**src/rtl/scanseq_pkg.sv**
```systemverilog
package scanseq_pkg;

  typedef enum logic [1:0] {
    ST_IDLE = 2'd0,
    ST_REQ  = 2'd1,
    ST_WAIT = 2'd2
  } scan_state_e;

  typedef struct packed {
    logic [1:0] cal;
    logic       bipolar;
    logic [2:0] gain;
  } ch_cfg_t;

  localparam logic [1:0] RGN_CFG  = 2'd0;
  localparam logic [1:0] RGN_LIST = 2'd1;
  localparam logic [1:0] RGN_CTRL = 2'd2;
  localparam logic [1:0] RGN_RES  = 2'd3;

  localparam int ENA_BIT = 8;

endpackage

```
**src/rtl/scanseq_regs.sv**
```systemverilog
module scanseq_regs
  import scanseq_pkg::*;
#(
  parameter int CH_W  = 3,
  parameter int RES_W = 16,
  localparam int NUM_CH = 1 << CH_W,
  localparam int ADDR_W = CH_W + 2
) (
  input  logic                            clk,
  input  logic                            rst_n,
  input  logic                            bus_wr,
  input  logic                            bus_rd,
  input  logic [ADDR_W-1:0]               bus_addr,
  input  logic [RES_W-1:0]                bus_wdata,
  output logic [RES_W-1:0]                bus_rdata,
  output logic                            bus_rvalid,
  input  logic [RES_W-1:0]                res_rd_data,
  output logic [CH_W-1:0]                 res_rd_idx,
  output logic                            res_rd_hit,
  output ch_cfg_t [NUM_CH-1:0]            cfg_o,
  output logic [NUM_CH-1:0][CH_W-1:0]     list_o,
  output logic [CH_W-1:0]                 cnt_m1_o,
  output logic                            enable_o
);

  logic [1:0]                     rgn;
  logic [CH_W-1:0]                idx;
  ch_cfg_t [NUM_CH-1:0]           cfg_q;
  logic [NUM_CH-1:0][CH_W-1:0]    list_q;
  logic [CH_W-1:0]                cnt_q;
  logic                           en_q;
  logic [RES_W-1:0]               rdata_q;
  logic                           rvalid_q;
  logic                           wdata_unused;

  assign rgn          = bus_addr[ADDR_W-1:CH_W];
  assign idx          = bus_addr[CH_W-1:0];
  assign wdata_unused = ^bus_wdata;

  // configuration storage
  always_ff @(posedge clk or negedge rst_n) begin
    if (!rst_n) begin
      for (int i = 0; i < NUM_CH; i++) begin
        cfg_q[i]  <= '0;
        list_q[i] <= CH_W'(i);
      end
      cnt_q <= '1;
      en_q  <= 1'b0;
    end else if (bus_wr) begin
      case (rgn)
        RGN_CFG:  cfg_q[idx]  <= ch_cfg_t'(bus_wdata[5:0]);
        RGN_LIST: list_q[idx] <= bus_wdata[CH_W-1:0];
        RGN_CTRL: begin
          cnt_q <= bus_wdata[CH_W-1:0];
          en_q  <= bus_wdata[ENA_BIT];
        end
        default: ;
      endcase
    end
  end

  // registered read path
  always_ff @(posedge clk or negedge rst_n) begin
    if (!rst_n) begin
      rdata_q  <= '0;
      rvalid_q <= 1'b0;
    end else begin
      rvalid_q <= bus_rd;
      if (bus_rd) begin
        rdata_q <= '0;
        case (rgn)
          RGN_CFG:  rdata_q[5:0]      <= cfg_q[idx];
          RGN_LIST: rdata_q[CH_W-1:0] <= list_q[idx];
          RGN_CTRL: begin
            rdata_q[CH_W-1:0] <= cnt_q;
            rdata_q[ENA_BIT]  <= en_q;
          end
          default:  rdata_q <= res_rd_data;
        endcase
      end
    end
  end

  assign bus_rdata  = rdata_q;
  assign bus_rvalid = rvalid_q;
  assign res_rd_idx = idx;
  assign res_rd_hit = bus_rd && (rgn == RGN_RES);
  assign cfg_o      = cfg_q;
  assign list_o     = list_q;
  assign cnt_m1_o   = cnt_q;
  assign enable_o   = en_q;

  AST_RVALID_FOLLOWS_RD: assert property (@(posedge clk) disable iff (!rst_n)
    bus_rd |=> bus_rvalid);

endmodule

```
**src/rtl/scanseq_ram.sv**
```systemverilog
module scanseq_ram #(
  parameter int CH_W  = 3,
  parameter int RES_W = 16,
  localparam int NUM_CH = 1 << CH_W
) (
  input  logic             clk,
  input  logic             rst_n,
  input  logic             wr_en,
  input  logic [CH_W-1:0]  wr_idx,
  input  logic [RES_W-1:0] wr_data,
  input  logic [CH_W-1:0]  rd_idx,
  output logic [RES_W-1:0] rd_data
);

  logic [NUM_CH-1:0][RES_W-1:0] mem_q;

  always_ff @(posedge clk or negedge rst_n) begin
    if (!rst_n) begin
      for (int i = 0; i < NUM_CH; i++) mem_q[i] <= '0;
    end else if (wr_en) begin
      mem_q[wr_idx] <= wr_data;
    end
  end

  assign rd_data = mem_q[rd_idx];

endmodule

```
**src/rtl/scanseq_ctrl.sv**
```systemverilog
module scanseq_ctrl
  import scanseq_pkg::*;
#(
  parameter int CH_W  = 3,
  parameter int RES_W = 16,
  localparam int NUM_CH = 1 << CH_W
) (
  input  logic                         clk,
  input  logic                         rst_n,
  input  ch_cfg_t [NUM_CH-1:0]         cfg_i,
  input  logic [NUM_CH-1:0][CH_W-1:0]  list_i,
  input  logic [CH_W-1:0]              cnt_m1_i,
  input  logic                         enable_i,
  output logic                         conv_start_valid,
  input  logic                         conv_start_ready,
  output logic [CH_W-1:0]              conv_chan,
  output logic [2:0]                   conv_gain,
  output logic                         conv_bipolar,
  output logic [1:0]                   conv_cal,
  input  logic                         conv_done,
  input  logic [RES_W-1:0]             conv_result,
  output logic                         wr_en,
  output logic [CH_W-1:0]              wr_idx,
  output logic [RES_W-1:0]             wr_data,
  output logic [CH_W-1:0]              slot_o,
  output logic                         mxc_o,
  output logic                         scan_end_o,
  output logic [CH_W-1:0]              sh_cnt_o,
  output logic [NUM_CH-1:0][CH_W-1:0]  sh_list_o
);

  scan_state_e                  state_q;
  logic [CH_W-1:0]              slot_q;
  logic [CH_W-1:0]              slot_nx;
  logic [CH_W-1:0]              sh_cnt_q;
  logic [NUM_CH-1:0][CH_W-1:0]  sh_list_q;
  logic                         done_acc;
  logic                         last_slot;
  logic                         ld_en;
  logic [CH_W-1:0]              ld_chan;
  logic                         done_cap_q;
  logic                         mxc_q;
  logic [CH_W-1:0]              chan_q;
  ch_cfg_t                      set_q;

  assign slot_nx    = slot_q + CH_W'(1);
  assign done_acc   = (state_q == ST_WAIT) && conv_done;
  assign last_slot  = (slot_q == sh_cnt_q);
  assign scan_end_o = done_acc && last_slot;

  // which channel's settings to register for the next request
  always_comb begin
    ld_en   = 1'b0;
    ld_chan = list_i[0];
    case (state_q)
      ST_IDLE: ld_en = enable_i;
      ST_WAIT: begin
        if (conv_done) begin
          if (last_slot) begin
            ld_en = enable_i;
          end else begin
            ld_en   = 1'b1;
            ld_chan = sh_list_q[slot_nx];
          end
        end
      end
      default: ;
    endcase
  end

  // scan state machine with per-scan shadow of count and order
  always_ff @(posedge clk or negedge rst_n) begin
    if (!rst_n) begin
      state_q   <= ST_IDLE;
      slot_q    <= '0;
      sh_cnt_q  <= '0;
      sh_list_q <= '0;
    end else begin
      case (state_q)
        ST_IDLE: begin
          sh_list_q <= list_i;
          sh_cnt_q  <= cnt_m1_i;
          slot_q    <= '0;
          if (enable_i) state_q <= ST_REQ;
        end
        ST_REQ: begin
          if (conv_start_ready) state_q <= ST_WAIT;
        end
        ST_WAIT: begin
          if (conv_done) begin
            if (last_slot) begin
              slot_q <= '0;
              if (enable_i) begin
                sh_list_q <= list_i;
                sh_cnt_q  <= cnt_m1_i;
                state_q   <= ST_REQ;
              end else begin
                state_q <= ST_IDLE;
              end
            end else begin
              slot_q  <= slot_nx;
              state_q <= ST_REQ;
            end
          end
        end
        default: state_q <= ST_IDLE;
      endcase
    end
  end

  // request fields, frozen while the request is pending
  always_ff @(posedge clk or negedge rst_n) begin
    if (!rst_n) begin
      chan_q <= '0;
      set_q  <= '0;
    end else if (ld_en) begin
      chan_q <= ld_chan;
      set_q  <= cfg_i[ld_chan];
    end
  end

  // completion pulse: captured, then issued one cycle later
  always_ff @(posedge clk or negedge rst_n) begin
    if (!rst_n) begin
      done_cap_q <= 1'b0;
      mxc_q      <= 1'b0;
    end else begin
      done_cap_q <= done_acc;
      mxc_q      <= done_cap_q;
    end
  end

  assign conv_start_valid = (state_q == ST_REQ);
  assign conv_chan        = chan_q;
  assign conv_gain        = set_q.gain;
  assign conv_bipolar     = set_q.bipolar;
  assign conv_cal         = set_q.cal;
  assign wr_en            = done_acc;
  assign wr_idx           = slot_q;
  assign wr_data          = conv_result;
  assign slot_o           = slot_q;
  assign mxc_o            = mxc_q;
  assign sh_cnt_o         = sh_cnt_q;
  assign sh_list_o        = sh_list_q;

  AST_START_HELD: assert property (@(posedge clk) disable iff (!rst_n)
    conv_start_valid && !conv_start_ready |=> conv_start_valid && $stable(conv_chan) && $stable(conv_gain) && $stable(conv_bipolar) && $stable(conv_cal));
  AST_SLOT_IN_RANGE: assert property (@(posedge clk) disable iff (!rst_n)
    slot_o <= sh_cnt_q);
  AST_MXC_SINGLE: assert property (@(posedge clk) disable iff (!rst_n)
    mxc_o |=> !mxc_o);
  AST_MXC_AFTER_DONE: assert property (@(posedge clk) disable iff (!rst_n)
    done_acc |=> ##1 mxc_o);
  AST_NO_IDLE_GAP: assert property (@(posedge clk) disable iff (!rst_n)
    done_acc && !last_slot |=> conv_start_valid);
  AST_WRAP_ZERO: assert property (@(posedge clk) disable iff (!rst_n)
    scan_end_o |=> slot_o == '0);
  AST_PLAN_FROZEN: assert property (@(posedge clk) disable iff (!rst_n)
    (state_q != ST_IDLE) && !scan_end_o |=> $stable(sh_cnt_q) && $stable(sh_list_q));

endmodule

```
**src/rtl/scanseq_status.sv**
```systemverilog
module scanseq_status
  import scanseq_pkg::*;
#(
  parameter int CH_W = 3,
  localparam int NUM_CH = 1 << CH_W
) (
  input  logic                         clk,
  input  logic                         rst_n,
  input  ch_cfg_t [NUM_CH-1:0]         cfg_i,
  input  logic [NUM_CH-1:0][CH_W-1:0]  sh_list_i,
  input  logic [CH_W-1:0]              sh_cnt_i,
  input  logic                         scan_end_i,
  input  logic                         res_rd_hit,
  input  logic [CH_W-1:0]              res_rd_idx,
  output logic                         eos_n_o,
  output logic                         cal_active_o
);

  logic            eos_n_q;
  logic [CH_W-1:0] eos_last_q;
  logic            release_hit;
  logic            cal_any;
  logic            cal_q;
  logic            cfg_unused;

  assign release_hit = res_rd_hit && (res_rd_idx == eos_last_q);
  assign cfg_unused  = ^cfg_i;

  // a completion in the same cycle as the releasing read wins
  always_ff @(posedge clk or negedge rst_n) begin
    if (!rst_n) begin
      eos_n_q    <= 1'b1;
      eos_last_q <= '0;
    end else if (scan_end_i) begin
      eos_n_q    <= 1'b0;
      eos_last_q <= sh_cnt_i;
    end else if (release_hit) begin
      eos_n_q <= 1'b1;
    end
  end

  always_comb begin
    cal_any = 1'b0;
    for (int s = 0; s < NUM_CH; s++) begin
      if ((CH_W'(s) <= sh_cnt_i) && (cfg_i[sh_list_i[s]].cal != 2'b00)) cal_any = 1'b1;
    end
  end

  always_ff @(posedge clk or negedge rst_n) begin
    if (!rst_n) cal_q <= 1'b0;
    else        cal_q <= cal_any;
  end

  assign eos_n_o      = eos_n_q;
  assign cal_active_o = cal_q;

  AST_EOS_HOLD: assert property (@(posedge clk) disable iff (!rst_n)
    !eos_n_o && !release_hit |=> !eos_n_o);
  AST_EOS_ON_END: assert property (@(posedge clk) disable iff (!rst_n)
    scan_end_i |=> !eos_n_o);

endmodule

```
**src/rtl/scan_sequencer.sv**
```systemverilog
module scan_sequencer
  import scanseq_pkg::*;
#(
  parameter int CH_W  = 3,
  parameter int RES_W = 16,
  localparam int NUM_CH = 1 << CH_W,
  localparam int ADDR_W = CH_W + 2
) (
  input  logic              clk,
  input  logic              rst_n,
  input  logic              bus_wr,
  input  logic              bus_rd,
  input  logic [ADDR_W-1:0] bus_addr,
  input  logic [RES_W-1:0]  bus_wdata,
  output logic [RES_W-1:0]  bus_rdata,
  output logic              bus_rvalid,
  output logic              conv_start_valid,
  input  logic              conv_start_ready,
  output logic [CH_W-1:0]   conv_chan,
  output logic [2:0]        conv_gain,
  output logic              conv_bipolar,
  output logic [1:0]        conv_cal,
  input  logic              conv_done,
  input  logic [RES_W-1:0]  conv_result,
  output logic [CH_W-1:0]   lchan,
  output logic              mxc,
  output logic              eos_n,
  output logic              cal_active
);

  ch_cfg_t [NUM_CH-1:0]         cfg;
  logic [NUM_CH-1:0][CH_W-1:0]  list;
  logic [NUM_CH-1:0][CH_W-1:0]  sh_list;
  logic [CH_W-1:0]              cnt_m1;
  logic [CH_W-1:0]              sh_cnt;
  logic                         enable;
  logic                         wr_en;
  logic [CH_W-1:0]              wr_idx;
  logic [RES_W-1:0]             wr_data;
  logic [CH_W-1:0]              rd_idx;
  logic [RES_W-1:0]             rd_data;
  logic                         rd_hit;
  logic                         scan_end;

  scanseq_regs #(.CH_W(CH_W), .RES_W(RES_W)) u_regs (
    .clk(clk), .rst_n(rst_n),
    .bus_wr(bus_wr), .bus_rd(bus_rd), .bus_addr(bus_addr), .bus_wdata(bus_wdata),
    .bus_rdata(bus_rdata), .bus_rvalid(bus_rvalid),
    .res_rd_data(rd_data), .res_rd_idx(rd_idx), .res_rd_hit(rd_hit),
    .cfg_o(cfg), .list_o(list), .cnt_m1_o(cnt_m1), .enable_o(enable)
  );

  scanseq_ctrl #(.CH_W(CH_W), .RES_W(RES_W)) u_ctrl (
    .clk(clk), .rst_n(rst_n),
    .cfg_i(cfg), .list_i(list), .cnt_m1_i(cnt_m1), .enable_i(enable),
    .conv_start_valid(conv_start_valid), .conv_start_ready(conv_start_ready),
    .conv_chan(conv_chan), .conv_gain(conv_gain), .conv_bipolar(conv_bipolar), .conv_cal(conv_cal),
    .conv_done(conv_done), .conv_result(conv_result),
    .wr_en(wr_en), .wr_idx(wr_idx), .wr_data(wr_data),
    .slot_o(lchan), .mxc_o(mxc), .scan_end_o(scan_end),
    .sh_cnt_o(sh_cnt), .sh_list_o(sh_list)
  );

  scanseq_ram #(.CH_W(CH_W), .RES_W(RES_W)) u_ram (
    .clk(clk), .rst_n(rst_n),
    .wr_en(wr_en), .wr_idx(wr_idx), .wr_data(wr_data),
    .rd_idx(rd_idx), .rd_data(rd_data)
  );

  scanseq_status #(.CH_W(CH_W)) u_status (
    .clk(clk), .rst_n(rst_n),
    .cfg_i(cfg), .sh_list_i(sh_list), .sh_cnt_i(sh_cnt),
    .scan_end_i(scan_end), .res_rd_hit(rd_hit), .res_rd_idx(rd_idx),
    .eos_n_o(eos_n), .cal_active_o(cal_active)
  );

endmodule

```
**config.mk**
```make
export PLATFORM = sky130hd
export DESIGN_NAME = scan_sequencer
export DESIGN_NICKNAME = d
export VERILOG_FILES = /design/src/rtl/scanseq_pkg.sv /design/src/rtl/scanseq_regs.sv /design/src/rtl/scanseq_ram.sv /design/src/rtl/scanseq_ctrl.sv /design/src/rtl/scanseq_status.sv /design/src/rtl/scan_sequencer.sv
export SDC_FILE = /design/constraint.sdc
export NUM_CORES = 1
export LEC_CHECK = 0
export ABC_AREA = 1
export BUFFER_PORTS_ARGS = -buffer_cell sky130_fd_sc_hd__buf_4
export CELL_PAD_IN_SITES_DETAIL_PLACEMENT = 1
export CELL_PAD_IN_SITES_GLOBAL_PLACEMENT = 1
export CORE_MARGIN = 2
export CORE_UTILIZATION = 49
export CTS_CLUSTER_SIZE = 12
export DETAILED_ROUTE_END_ITERATION = 16
export PLACE_DENSITY = 0.95
export SLEW_MARGIN = 20
export SYNTH_ARGS = -nofsm -noshare
export SYNTH_HDL_FRONTEND = slang
export SYNTH_HIERARCHICAL = 1
export SYNTH_SLANG_ARGS = --single-unit
```
**constraint.sdc**
```tcl
create_clock -name clk -period 5.71 [get_ports clk]
set_clock_uncertainty 0.1 [all_clocks]
set_input_delay 0.8565 -clock clk [delete_from_list [all_inputs] [get_ports clk]]
set_output_delay 0.8565 -clock clk [all_outputs]
set_load 0.02 [all_outputs]
```
### Word level (Yosys, flattened, before mapping)

Index checks and enable logic that the tools add are counted.

| operators by class | value |
|---|---|
| magnitude comparators | 22 |
| bitwise operators | 0 |
| add/subtract/negate cells | 1 |
| divide/modulo/power cells | 0 |
| multiply operators | 0 |
| eq/ne operators | 12 |
| shifts and indexed selects | 0 |
| multiplexer cells | 73 |
| reductions and logical operators | 35 |

Operator list:

| kind | count |
|---|---|
| binary-select mux 6 bit (select 3 bit) | 10 |
| bitwise mux 128 bit | 1 |
| 2-to-1 mux 24 bit | 3 |
| 2-to-1 mux 6 bit | 11 |
| binary-select mux 16 bit (select 3 bit) | 1 |
| bitwise mux 48 bit | 1 |
| demux 16 bit (select 3 bit) | 1 |
| < comparator 3 x 4 -> 1 bit, second input constant | 12 |
| one-hot mux 24 bit (2 select lines) | 1 |
| 2-to-1 mux 3 bit | 11 |
| 2-to-1 mux 16 bit | 2 |
| bitwise mux 24 bit | 1 |
| nonzero test 2 bit | 10 |
| binary-select mux 3 bit (select 3 bit) | 2 |
| demux 6 bit (select 3 bit) | 1 |
| one-hot mux 3 bit (2 select lines) | 3 |
| logical AND 1 bit | 14 |
| 2-to-1 mux 1 bit | 14 |
| less-or-equal comparator 3 bit, first input constant | 4 |
| demux 3 bit (select 3 bit) | 1 |
| one-hot mux 3 bit (3 select lines) | 1 |
| 2-to-1 mux 2 bit | 4 |
| AND reduction 2 bit | 4 |
| 2-to-1 mux 7 bit | 1 |
| other kinds (16) | 29 |

| word-level totals | value |
|---|---|
| flip-flop bits (word level) | 269 |
| memory bits (writable) | 0 |
| memory bits (read-only) | 0 |
| input bits | 43 |
| memories | 0 |
| output and inout bits | 33 |
| latch bits | 0 |

### Logic depth before layout (Yosys ltp)

Gate-level depths: netlist of run 1.

| depth | value |
|---|---|
| depth in word-level cells | 12 |
| mapped depth | 14 |
| gate-level depth less buffers | 13 |

### Modules after synthesis

Netlist of run 1, hierarchy kept.

Modules (own cells, without submodules):

| module | cells each | times used | area an instance (um^2) |
|---|---|---|---|
| scanseq_ram | 867 | 1 | 6274.8 |
| scanseq_regs | 544 | 1 | 4377.9 |
| scanseq_ctrl | 330 | 1 | 2731.4 |
| scanseq_status | 195 | 1 | 994.7 |

### Worst setup path after synthesis of run 1

OpenSTA, ideal clock, no wires.

| path | value |
|---|---|
| path kind | reg-to-reg |
| start point | register u_ctrl.slot_q[0], in the netlist u_ctrl/slot_o[0] |
| end point | register u_ctrl.set_q, in the netlist u_ctrl/conv_bipolar |
| cell stages (with the launch flop) | 14 |
| data arrival time | 1.910 ns |
| slack | 3.578 ns |
| required time | 5.488 ns |
| period minus slack after synthesis | 2.132 ns |
| cell sequence | dfrtp_1 ha_1 inv_2 nor2_1 o21ai_0 nand3_1 nand3_4 nand2_4 buf_8 nand2_1 nand3_1 nand2_1 nand2_1 nand3_2 |

| between the ends | value |
|---|---|
| longest elaborated chain between the ends | 8 |

Ends and longest elaborated chain:

| what | line | text |
|---|---|---|
| from (decl) | scanseq_ctrl.sv:33 | `logic [CH_W-1:0] slot_q;` |
| from (signal assigned) | scanseq_ctrl.sv:101 | `slot_q <= slot_nx;` |
| adder 3 x 1 -> 3 bit | scanseq_ctrl.sv:46 | `assign slot_nx = slot_q + CH_W'(1);` |
| binary-select mux 3 bit (select 3 bit) | scanseq_ctrl.sv:63 | `ld_chan = sh_list_q[slot_nx];` |
| 2-to-1 mux 3 bit (not written as such) | scanseq_ctrl.sv:63 |  |
| 2-to-1 mux 3 bit | scanseq_ctrl.sv:59 | `if (last_slot) begin` |
| 2-to-1 mux 3 bit | scanseq_ctrl.sv:58 | `if (conv_done) begin` |
| 2-to-1 mux 3 bit | scanseq_ctrl.sv:55 | `case (state_q)` |
| binary-select mux 6 bit (select 3 bit) | scanseq_ctrl.sv:118 | `set_q <= cfg_i[ld_chan];` |
| 2-to-1 mux 6 bit (not written as such) | scanseq_ctrl.sv:118 |  |
| to (signal assigned) | scanseq_ctrl.sv:118 |  |
| to (decl) | scanseq_ctrl.sv:44 | `ch_cfg_t set_q;` |

Parallel ways exist; a longest one is shown, timed or not. The select of a mux whose other input is x is not followed.
A chain may end at the register's enable or synchronous reset.

### Worst setup path in the final report of run 1

| path | value |
|---|---|
| start point | register u_ctrl.slot_q[0], in the netlist u_ctrl/slot_o[0] |
| end point | register u_ctrl.set_q, in the netlist u_ctrl/conv_cal[0] |

The elaborated chain is that of the path after synthesis.

==> flow_summary.ini, run 1 <==
[pwr]
p_per_area_nw_per_um2 = 416
seqPwrFrac_pct = 40.9
switching_share_pct = 37.9
ir_drop_v = 0.000249
p_total_uw = 6560
intPower_uw = 4070
clkPwrFrac_pct = 29.2
switching_power_uw = 2480
pwr-share-comb_pct = 29.9
p_leak_uw = 0.00798

[final_layout]
area_growth_pct = 9.64
layout.area.seq_sq_um = 6750
layout_common_cells = nand2_1, inv_1, dfrtp_1
nFillCells = 3616
multi_input_area_sq_um = 5970
diodes = 0
mostFrequentLayoutCell = nand2_1
layout.nets = 1978
drive_gt1_share_pct = 11.4

[drt]
postRouteAntennaNets = 0
dr_wl_met2_um = 24500
avgRoutedWirePerCell_um = 22.1
num_vias = 13700
drt_first_pass_iters = 5
topRoutingLayerUsed = met4
drt_iter0_markers = 1308
drc = 0
drt_wl_total_um = 51700
wl_met1_um = 20500
met3WireLength_um = 4380
viasPerCell = 5.88

[synth]
synth-edff-count = 0
synth_cells = 1936
synth_cell_types = 45
syn_nets = 1980
yosysSeqAreaShare_pct = 47.0
syn_area_per_cell_sq_um = 7.43
ys_ff_latch = 269
synth_ff_type = dfrtp_1
synth_area_sq_um = 14400
async_flop_share_pct = 100
yosys_warnings = 6

[timing]
maxSlewHeadroom_pct = 31.5
post-route-min-period_ps = 3210
slew_violations = 0
fin_tns_setup_ps = 0
hold_slack_ps = 248
setup_viol = 0
hold_violations = 0
rsz0062_at_grt = no
finalCritPeriodShare_pct = 56.2
fmax_mhz = 311
tightest_slew_ps = 1030
finalWorstSetupSlack_ps = 2500

[clocking]
cts_buffers = 30
clock_latency_ps = 580
clockBufferDepth = 3
hold_buffers = 0
post_cts_resize_count = 0
h-tree-depth = 1
cts-root-buf = clkbuf_16
cts_num_sinks = 269
clkTransAtPathRegs_ps = 60
cts_setup_buffers = 0
cts_tree = built

[worst_setup_path]
worstPathRequired_ps = 6070
cp_max_fo = 26
crit_start = u_ctrl/slot_o[0]
r2r-start = u_ctrl/slot_o[0]
cp-start-kind = register
cp_slowest_stage_delay_ps = 630
crit_arrival_ps = 3570
critical_path_class = register to register
crit_path_end_kind = register
worst-path-buf-inv = 1
critPathTopFamily = simple AND/OR/NAND/NOR gates
crit_path_cell_trace = ha_1 > inv_2 > nor2_1 > o21ai_0 > nand3_1 > nand3_4 > nand2_4 > nand2_1 > nand3_1 > nand2_1 > nand2_1 > nand3_1
slowest_stage = dfrtp_1

[die]
rows = 62
num_io_pins = 76
fp.dieW_um = 175
die_y_um = 175
die_area_sq_um = 30700
fp.coreArea_sq_um = 28800
initial_utilization_pct = 50.0

[placement]
routabilityCongestion = 0.895
portBuffers = 66
dp_slack_ps = 2610
hpwlAfterDp_um = 29500

[global_route]
grt_max_degree = 155
grt_usage_pct = 33.8
antenna_found_initial = 0
grt_pass1_wl_um = 81400
grt_pass1_vias = 14900
overflow = 0

[min_path]
hold_class = primary input to async pin

[run_status]
status = finished, final reports clean

[run]
maxCapViolCount = 0
==> flip-flops by register name, indices dropped and copies added (netlist names) <==
name                   flops
u_ctrl/sh_cnt_o            3
u_ctrl/done_cap_q          1
u_regs/bus_rdata          16
u_ctrl/state_q             2
u_regs/list_o             24
u_ram/mem_q              128
u_status/cal_active_o      1
u_regs/bus_rvalid          1
u_ctrl/conv_chan           3
u_ctrl/sh_list_o          24
u_regs/cfg_o              48
u_status/eos_last_q        3
u_ctrl/mxc_o               1
u_ctrl/conv_gain           3
u_ctrl/conv_cal            2
u_regs/cnt_m1_o            3
u_status/eos_n_o           1
u_ctrl/conv_bipolar        1
u_regs/enable_o            1
u_ctrl/slot_o              3
==> metal layers <==
layer	vias up	track usage, %
met4	0	16.2
met5	-	0
met3	176	5.93
li1	6018	-
met2	701	55.7
met1	6854	43.2
==> worst paths after layout <==
path / to / slack (ps) / depth (start not counted)
min in group clk: u_ctrl/mxc_o / 250 / 0
setup / recovery: u_ctrl/conv_cal[0] / 2500 / 12
setup reg to reg: u_ctrl/conv_cal[0] / 2500 / 12
max in group asynchronous: u_ctrl/sh_list_o[23] / 3910 / 2
hold reg to reg: u_ctrl/mxc_o / 250 / 0
hold / removal: u_ram/mem_q[41] / 250 / 1
==> cell usage after synthesis, types with 4 or more instances <==
cell type | instances | area (sq um)
a21oi_1 | 20 | 100
a22o_1 | 9 | 78.8
buf_2 | 49 | 245
buf_4 | 29 | 218
buf_6 | 4 | 45.0
clkbuf_1 | 17 | 63.8
clkbuf_2 | 4 | 20.0
dfrtp_1 | 253 | 6330
dfstp_2 | 16 | 420
inv_1 | 256 | 961
inv_2 | 17 | 63.8
mux2_2 | 26 | 293
nand2_1 | 712 | 2670
nand3_1 | 175 | 876
nand3_2 | 5 | 50.1
nand3b_1 | 4 | 30.0
nand4_1 | 5 | 31.3
nor2_1 | 45 | 169
nor2_2 | 7 | 43.8
nor2_4 | 10 | 113
o211ai_1 | 7 | 52.6
o21ai_0 | 212 | 1060
o21ai_1 | 19 | 95.1
==> cell families (layout without fill, tap and decap cells) <==
| logic type | Yosys count | in the layout | share of synthesized area (%) |
|---|---|---|---|
| xor gates and xnor gates | 3 | 3 | 0.235 |
| and+or+nand+nor | 975 | 975 | 28.6 |
| AOI/OAI and AO/OA | 281 | 281 | 10.4 |
| buffers and inverters | 381 | 401 | 11.6 |
| adders and majority gates | 1 | 1 | 0.0870 |
| muxes | 26 | 26 | 2.04 |
| DFF | 269 | 269 | 47.0 |
==> power groups by stage <==
| stage | clock [uW] | sequential, uW | combinational [uW] |
|---|---|---|---|
| floorplan | 0 | 2600 | 1310 |
| global placement | 0 | 2640 | 1700 |
| detailed placement | 0 | 2670 | 1830 |
| CTS | 1940 | 2660 | 1920 |
| global route | 2010 | 2720 | 2140 |
| finish | 1910 | 2680 | 1960 |
==> stage by stage <==
step / cells / util (%) / instance area [sq um]
2_1_floorplan: 1936 / - / 14400
3_3_place_gp: 2286 / 51.4 / 14800
3_5_place_dp: 2286 / 51.4 / 14800
4_1_cts: 2340 / 54.7 / 15800
5_1_grt: 2340 / 54.8 / 15800
6_report: 2340 / 54.8 / 15800
==> cell type report <==
cell class	instances	area share, %
multi-input cells	1286	37.9
flip-flops and latches	269	42.8
clock inverters	5	0.175
well taps	384	3.05
inverters	274	6.56
clock buffers	49	5.92
repair buffers	73	3.60
(Power assumes the default switching activity.)
==> run 2, diff against run 1 <==
--- a/config.mk
+++ b/config.mk
@@ -10,10 +10,10 @@
 export CELL_PAD_IN_SITES_DETAIL_PLACEMENT = 1
 export CELL_PAD_IN_SITES_GLOBAL_PLACEMENT = 1
 export CORE_MARGIN = 2
-export CORE_UTILIZATION = 49
+export CORE_UTILIZATION = 41
 export CTS_CLUSTER_SIZE = 12
 export DETAILED_ROUTE_END_ITERATION = 16
-export PLACE_DENSITY = 0.95
+export PLACE_DENSITY = 0.87
 export SLEW_MARGIN = 20
 export SYNTH_ARGS = -nofsm -noshare
 export SYNTH_HDL_FRONTEND = slang
==> constraint.sdc (replaced) <==
create_clock -name clk -period 2.6 [get_ports clk]
set_clock_uncertainty 0.1 [all_clocks]
set_input_delay 0.39 -clock clk [delete_from_list [all_inputs] [get_ports clk]]
set_output_delay 0.39 -clock clk [all_outputs]
set_load 0.02 [all_outputs]
==> flow_summary.ini, run 2 (same netlist as run 1, synthesis figures left out) <==
[timing]
fmax_mhz = 418
finalCritPeriodShare_pct = 91.9
fin_tns_setup_ps = 0
maxSlewHeadroom_pct = 48.2
post-route-min-period_ps = 2390
tightest_slew_ps = 776
slew_violations = 0
hold_slack_ps = 30.5
rsz0062_at_grt = no
hold_violations = 0
setup_viol = 0

[worst_setup_path]
cp_slowest_stage_delay_ps = 440
r2r-start = u_ctrl/slot_o[0]
worst-path-buf-inv = 3
cp_max_fo = 18
critical_path_class = register to register
crit_arrival_ps = 2730
worstRegToRegCells = 11
critPathTopFamily = simple AND/OR/NAND/NOR gates
slowest_stage = a21oi_4
reg2reg_to = u_ctrl/conv_gain[2]
cp-start-kind = register
crit_path_end_kind = register
ff2ff_setup_slack_ps = 210
crit_path_cell_trace = buf_4 > inv_2 > nand2_1 > nand2_1 > nand3_2 > nand2_4 > clkinv_4 > a21oi_4 > a21oi_2 > nand3_1 > nand3_1
worstPathRequired_ps = 2940

[final_layout]
layout.nets = 2022
mostFrequentLayoutCell = nand2_1
multi_input_area_sq_um = 5960
area_growth_pct = 13.1
layout_common_cells = nand2_1, inv_1, dfrtp_1
nFillCells = 4355
layout.area.seq_sq_um = 6750
drive_gt1_share_pct = 12.0
largest_reg_flops = 128
diodes = 0
regMostFlops = u_ram/mem_q

[pwr]
p_total_uw = 14200
p_leak_uw = 0.00818
ir_drop_v = 0.000525
p_per_area_nw_per_um2 = 871

[clocking]
cts_buffers = 29
cts_setup_buffers = 0
clock_latency_ps = 570
clkTransAtPathRegs_ps = 60
clockBufferDepth = 3
cts_num_sinks = 269
cts-root-buf = clkbuf_16
cts_tree = built
h-tree-depth = 1

[die]
die_y_um = 191
die_area_sq_um = 36600
fp.coreArea_sq_um = 34500
initial_utilization_pct = 41.6
num_io_pins = 76
fp.dieW_um = 191
rows = 68

[global_route]
overflow = 0
grt_pass1_vias = 14100
antenna_found_initial = 0
grt_pass1_wl_um = 74300
grt_max_degree = 64
grt_usage_pct = 25.6

[min_path]
holdCritStartpoint = conv_result[8]
hold_depth = 3
holdPathEnd = u_ram/mem_q[120]
hold_class = primary input to register

[drt]
num_vias = 13200
drt_wl_total_um = 46200
postRouteAntennaNets = 0
drt_iter0_markers = 853
viasPerCell = 5.37
avgRoutedWirePerCell_um = 18.8
drc = 0
drt_first_pass_iters = 5

[placement]
hpwlAfterDp_um = 30400
portBuffers = 66
routabilityCongestion = 0.897

[run_status]
status = finished, final reports clean

[run]
maxCapViolCount = 0
==> run 2: final cells by class <==
class,count,area share (%)
clock buffer,49,5.48
clock inverter,5,0.416
inverter,274,6.36
multi-input combinational,1286,36.7
sequential,269,41.5
tap,455,3.50
timing repair buffer,118,6.03
==> run 2: power by group <==
group          switching [uW]  internal [uW]  leakage [uW]
registers                 804           5020       0.00346
logic                    2600           1560       0.00425
clock network            1740           2420      0.000467
total                    5140           9010       0.00818
==> run 2: repair_timing <==
item | 4_1_cts | 5_1_grt
setup endpoints to repair | 0 | 5
endpoints found under the hold margin | 164 | 0
hold buffers | 20 | 0
resized for setup | 0 | 1
==> run 2: stage by stage <==
step | area [sq um] | utilization [%] | worst slack, ps | cells
3_3_place_gp | 15100 | 43.7 | 292 | 2382
4_1_cts | 16200 | 47.0 | 175 | 2456
3_5_place_dp | 15100 | 43.7 | 179 | 2382
6_report | 16300 | 47.1 | 210 | 2456
2_1_floorplan | 14400 | - | 468 | 1936
5_1_grt | 16300 | 47.1 | 25.9 | 2456
==> run 2: worst max path at each step <==
stage,from,cells after the start,slack [ps],to
2_1_floorplan,u_ctrl/slot_o[0],13,470,u_ctrl/conv_bipolar
3_3_place_gp,u_ctrl/slot_o[0],12,290,u_ctrl/conv_gain[0]
3_5_place_dp,u_ctrl/slot_o[0],12,180,u_ctrl/conv_bipolar
4_1_cts,u_ctrl/slot_o[0],12,170,u_ctrl/conv_bipolar
5_1_grt,u_ctrl/slot_o[1],11,30,u_ctrl/conv_gain[2]
6_report,u_ctrl/slot_o[0],11,210,u_ctrl/conv_gain[2]
==> run 2: tightest hold or removal path, cell delays in order <==
cell     delay, ps
buf_4          120
nand2_1         60
o21ai_0         80
==> run 2: layer usage <==
layer	vias up	global-route usage, %	share of wire, %
met2	355	43.3	48
met5	-	0	0
met3	89	3.14	4.9
li1	6110	-	-
met4	0	8.40	2.8
met1	6636	34.1	44
==> run 3, diff against run 2 <==
--- a/config.mk
+++ b/config.mk
@@ -10,10 +10,10 @@
 export CELL_PAD_IN_SITES_DETAIL_PLACEMENT = 1
 export CELL_PAD_IN_SITES_GLOBAL_PLACEMENT = 1
 export CORE_MARGIN = 2
-export CORE_UTILIZATION = 41
+export CORE_UTILIZATION = 46
 export CTS_CLUSTER_SIZE = 12
 export DETAILED_ROUTE_END_ITERATION = 16
-export PLACE_DENSITY = 0.87
+export PLACE_DENSITY = 0.92
 export SLEW_MARGIN = 20
 export SYNTH_ARGS = -nofsm -noshare
 export SYNTH_HDL_FRONTEND = slang
==> constraint.sdc (replaced) <==
create_clock -name clk -period 2.3 [get_ports clk]
set_clock_uncertainty 0.1 [all_clocks]
set_input_delay 0.345 -clock clk [delete_from_list [all_inputs] [get_ports clk]]
set_output_delay 0.345 -clock clk [all_outputs]
set_load 0.02 [all_outputs]
==> flow_summary.ini, run 3 (same netlist as run 1, synthesis figures left out) <==
[run_status]
status = finished, violations left
violations = setup timing

[worst_setup_path]
cp-start-kind = register
cp_max_fo = 12
crit_arrival_ps = 2780
crit_path_end_kind = register
cp_slowest_stage_delay_ps = 460
critPathTopFamily = simple AND/OR/NAND/NOR gates
crit_top_cell = nand2_1
critical_path_class = register to register
worst-path-buf-inv = 1
worstPathRequired_ps = 2650
slowest_stage = dfrtp_1
crit_path_cell_trace = ha_4 > inv_2 > nor2_2 > o21ai_0 > nand3_1 > nand3_4 > nand2_8 > nand2_1 > nand3_2 > nand2_1 > nand2_1 > nand3_2

[drt]
num_vias = 14600
dr_wl_met2_um = 27500
drc = 0
drt_wl_total_um = 58300
met3WireLength_um = 5100
topRoutingLayerUsed = met4
drt_iter0_markers = 1663
avgRoutedWirePerCell_um = 24.0
viasPerCell = 6.04
wl_met1_um = 22400
postRouteAntennaNets = 0
drt_first_pass_iters = 5

[die]
fp.coreArea_sq_um = 30700
initial_utilization_pct = 46.9
fp.dieW_um = 181
num_io_pins = 76
die_area_sq_um = 32700
rows = 64
die_y_um = 181

[pwr]
ir_drop_v = 0.000590
switching_power_uw = 6830
switching_share_pct = 39.1
seqPwrFrac_pct = 38.7
clkPwrFrac_pct = 29.1
p_leak_uw = 0.00843
p_per_area_nw_per_um2 = 1050
pwr-share-comb_pct = 32.2
intPower_uw = 10600

[placement]
dp.cells = 2335
portBuffers = 66
routabilityCongestion = 0.881
hpwlAfterDp_um = 32500

[timing]
rsz0062_at_grt = yes
hold_slack_ps = 50.6
maxSlewHeadroom_pct = 39.9
finalWorstSetupSlack_ps = -121
fmax_mhz = 413
setup_viol = 6
post-route-min-period_ps = 2420
hold_violations = 0
slew_violations = 0
tightest_slew_ps = 900
finalCritPeriodShare_pct = 105
fin_tns_setup_ps = -404

[global_route]
grt_usage_pct = 33.0
antenna_found_initial = 1
grt_pass1_vias = 15600
grt_max_degree = 65
overflow = 0
grt_pass1_wl_um = 85200

[final_layout]
largest_reg_flops = 128
finalNonFillerCells = 2426
mostFrequentLayoutCell = nand2_1
layout.nets = 2049
layout_common_cells = nand2_1, inv_1, dfrtp_1
regMostFlops = u_ram/mem_q
area_growth_pct = 16.2
drive_gt1_share_pct = 13.8

[clocking]
cts_num_sinks = 269
cts_buffers = 30
clock_latency_ps = 590
cts_tree = built
h-tree-depth = 1
clkTransAtPathRegs_ps = 70
clockBufferDepth = 3
cts-root-buf = clkbuf_16

[min_path]
hold_class = primary input to register

[run]
maxCapViolCount = 0
run 3: cell type report:
| cell class | instances | area [sq um] |
|---|---|---|
| antenna | 1 | 2.50 |
| clock buffer | 48 | 938 |
| clock inverter | 8 | 80.1 |
| fill | 3772 | 14000 |
| inverter | 274 | 1040 |
| multi-input combinational | 1287 | 6050 |
| sequential | 269 | 6750 |
| tap | 396 | 495 |
| timing repair buffer | 143 | 1350 |
run 3: tightest hold or removal path, cell delays in order:
cell and delay, ps:
buf_4 90, inv_1 110, o21ai_1 150
run 3: metrics by stage:
| stage | worst slack (ps) | util (%) | area (sq um) | total power (uW) |
|---|---|---|---|---|
| 3_3_place_gp | 141 | 49.6 | 15200 | 11000 |
| 3_5_place_dp | 42.9 | 49.6 | 15200 | 11500 |
| 4_1_cts | 1.91 | 53.6 | 16500 | 16800 |
| 6_report | -121 | 54.5 | 16700 | 17500 |
| 5_1_grt | -157 | 54.5 | 16700 | 18100 |
| 2_1_floorplan | 168 | - | 14400 | 9700 |
run 3: what timing repair did:
action                                  4_1_cts  5_1_grt
endpoints found under the setup margin        5        8
setup buffers                                 0        9
resized for setup                             4       18
endpoints found under the hold margin        70        0
cloned                                        0        4
pin swaps                                     0        5
hold buffers                                 21        0
run 3: path summary, 6_finish.rpt:
| check | cells past startpoint | to | slack [ps] | startpoint |
|---|---|---|---|---|
| min in group asynchronous | 2 | u_ram/mem_q[107] | 200 | rst_n |
| worst max register to register | 12 | u_ctrl/conv_bipolar | -120 | u_ctrl/slot_o[0] |
| worst min register to register | 0 | u_ctrl/mxc_o | 260 | u_ctrl/done_cap_q |
| worst max-delay path | 12 | u_ctrl/conv_bipolar | -120 | u_ctrl/slot_o[0] |
| max in group asynchronous | 3 | u_status/eos_n_o | 1130 | rst_n |
| worst min-delay path | 3 | u_regs/cfg_o[47] | 50 | bus_wdata[5] |
run 3: routing by layer:
| metal | global-route usage (%) | vias to the layer above |
|---|---|---|
| li1 | - | 6165 |
| met1 | 40.9 | 7266 |
| met2 | 54.6 | 928 |
| met3 | 6.33 | 286 |
| met4 | 17.4 | 0 |
| met5 | 0 | - |
run 3: power by group through the flow:
| stage | registers, uW | clock network [uW] | logic, uW |
|---|---|---|---|
| 2_1_floorplan | 6460 | 0 | 3240 |
| 3_3_place_gp | 6610 | 0 | 4430 |
| 3_5_place_dp | 6690 | 0 | 4770 |
| 4_1_cts | 6660 | 5050 | 5090 |
| 5_1_grt | 6830 | 5310 | 5980 |
| 6_report | 6760 | 5090 | 5620 |
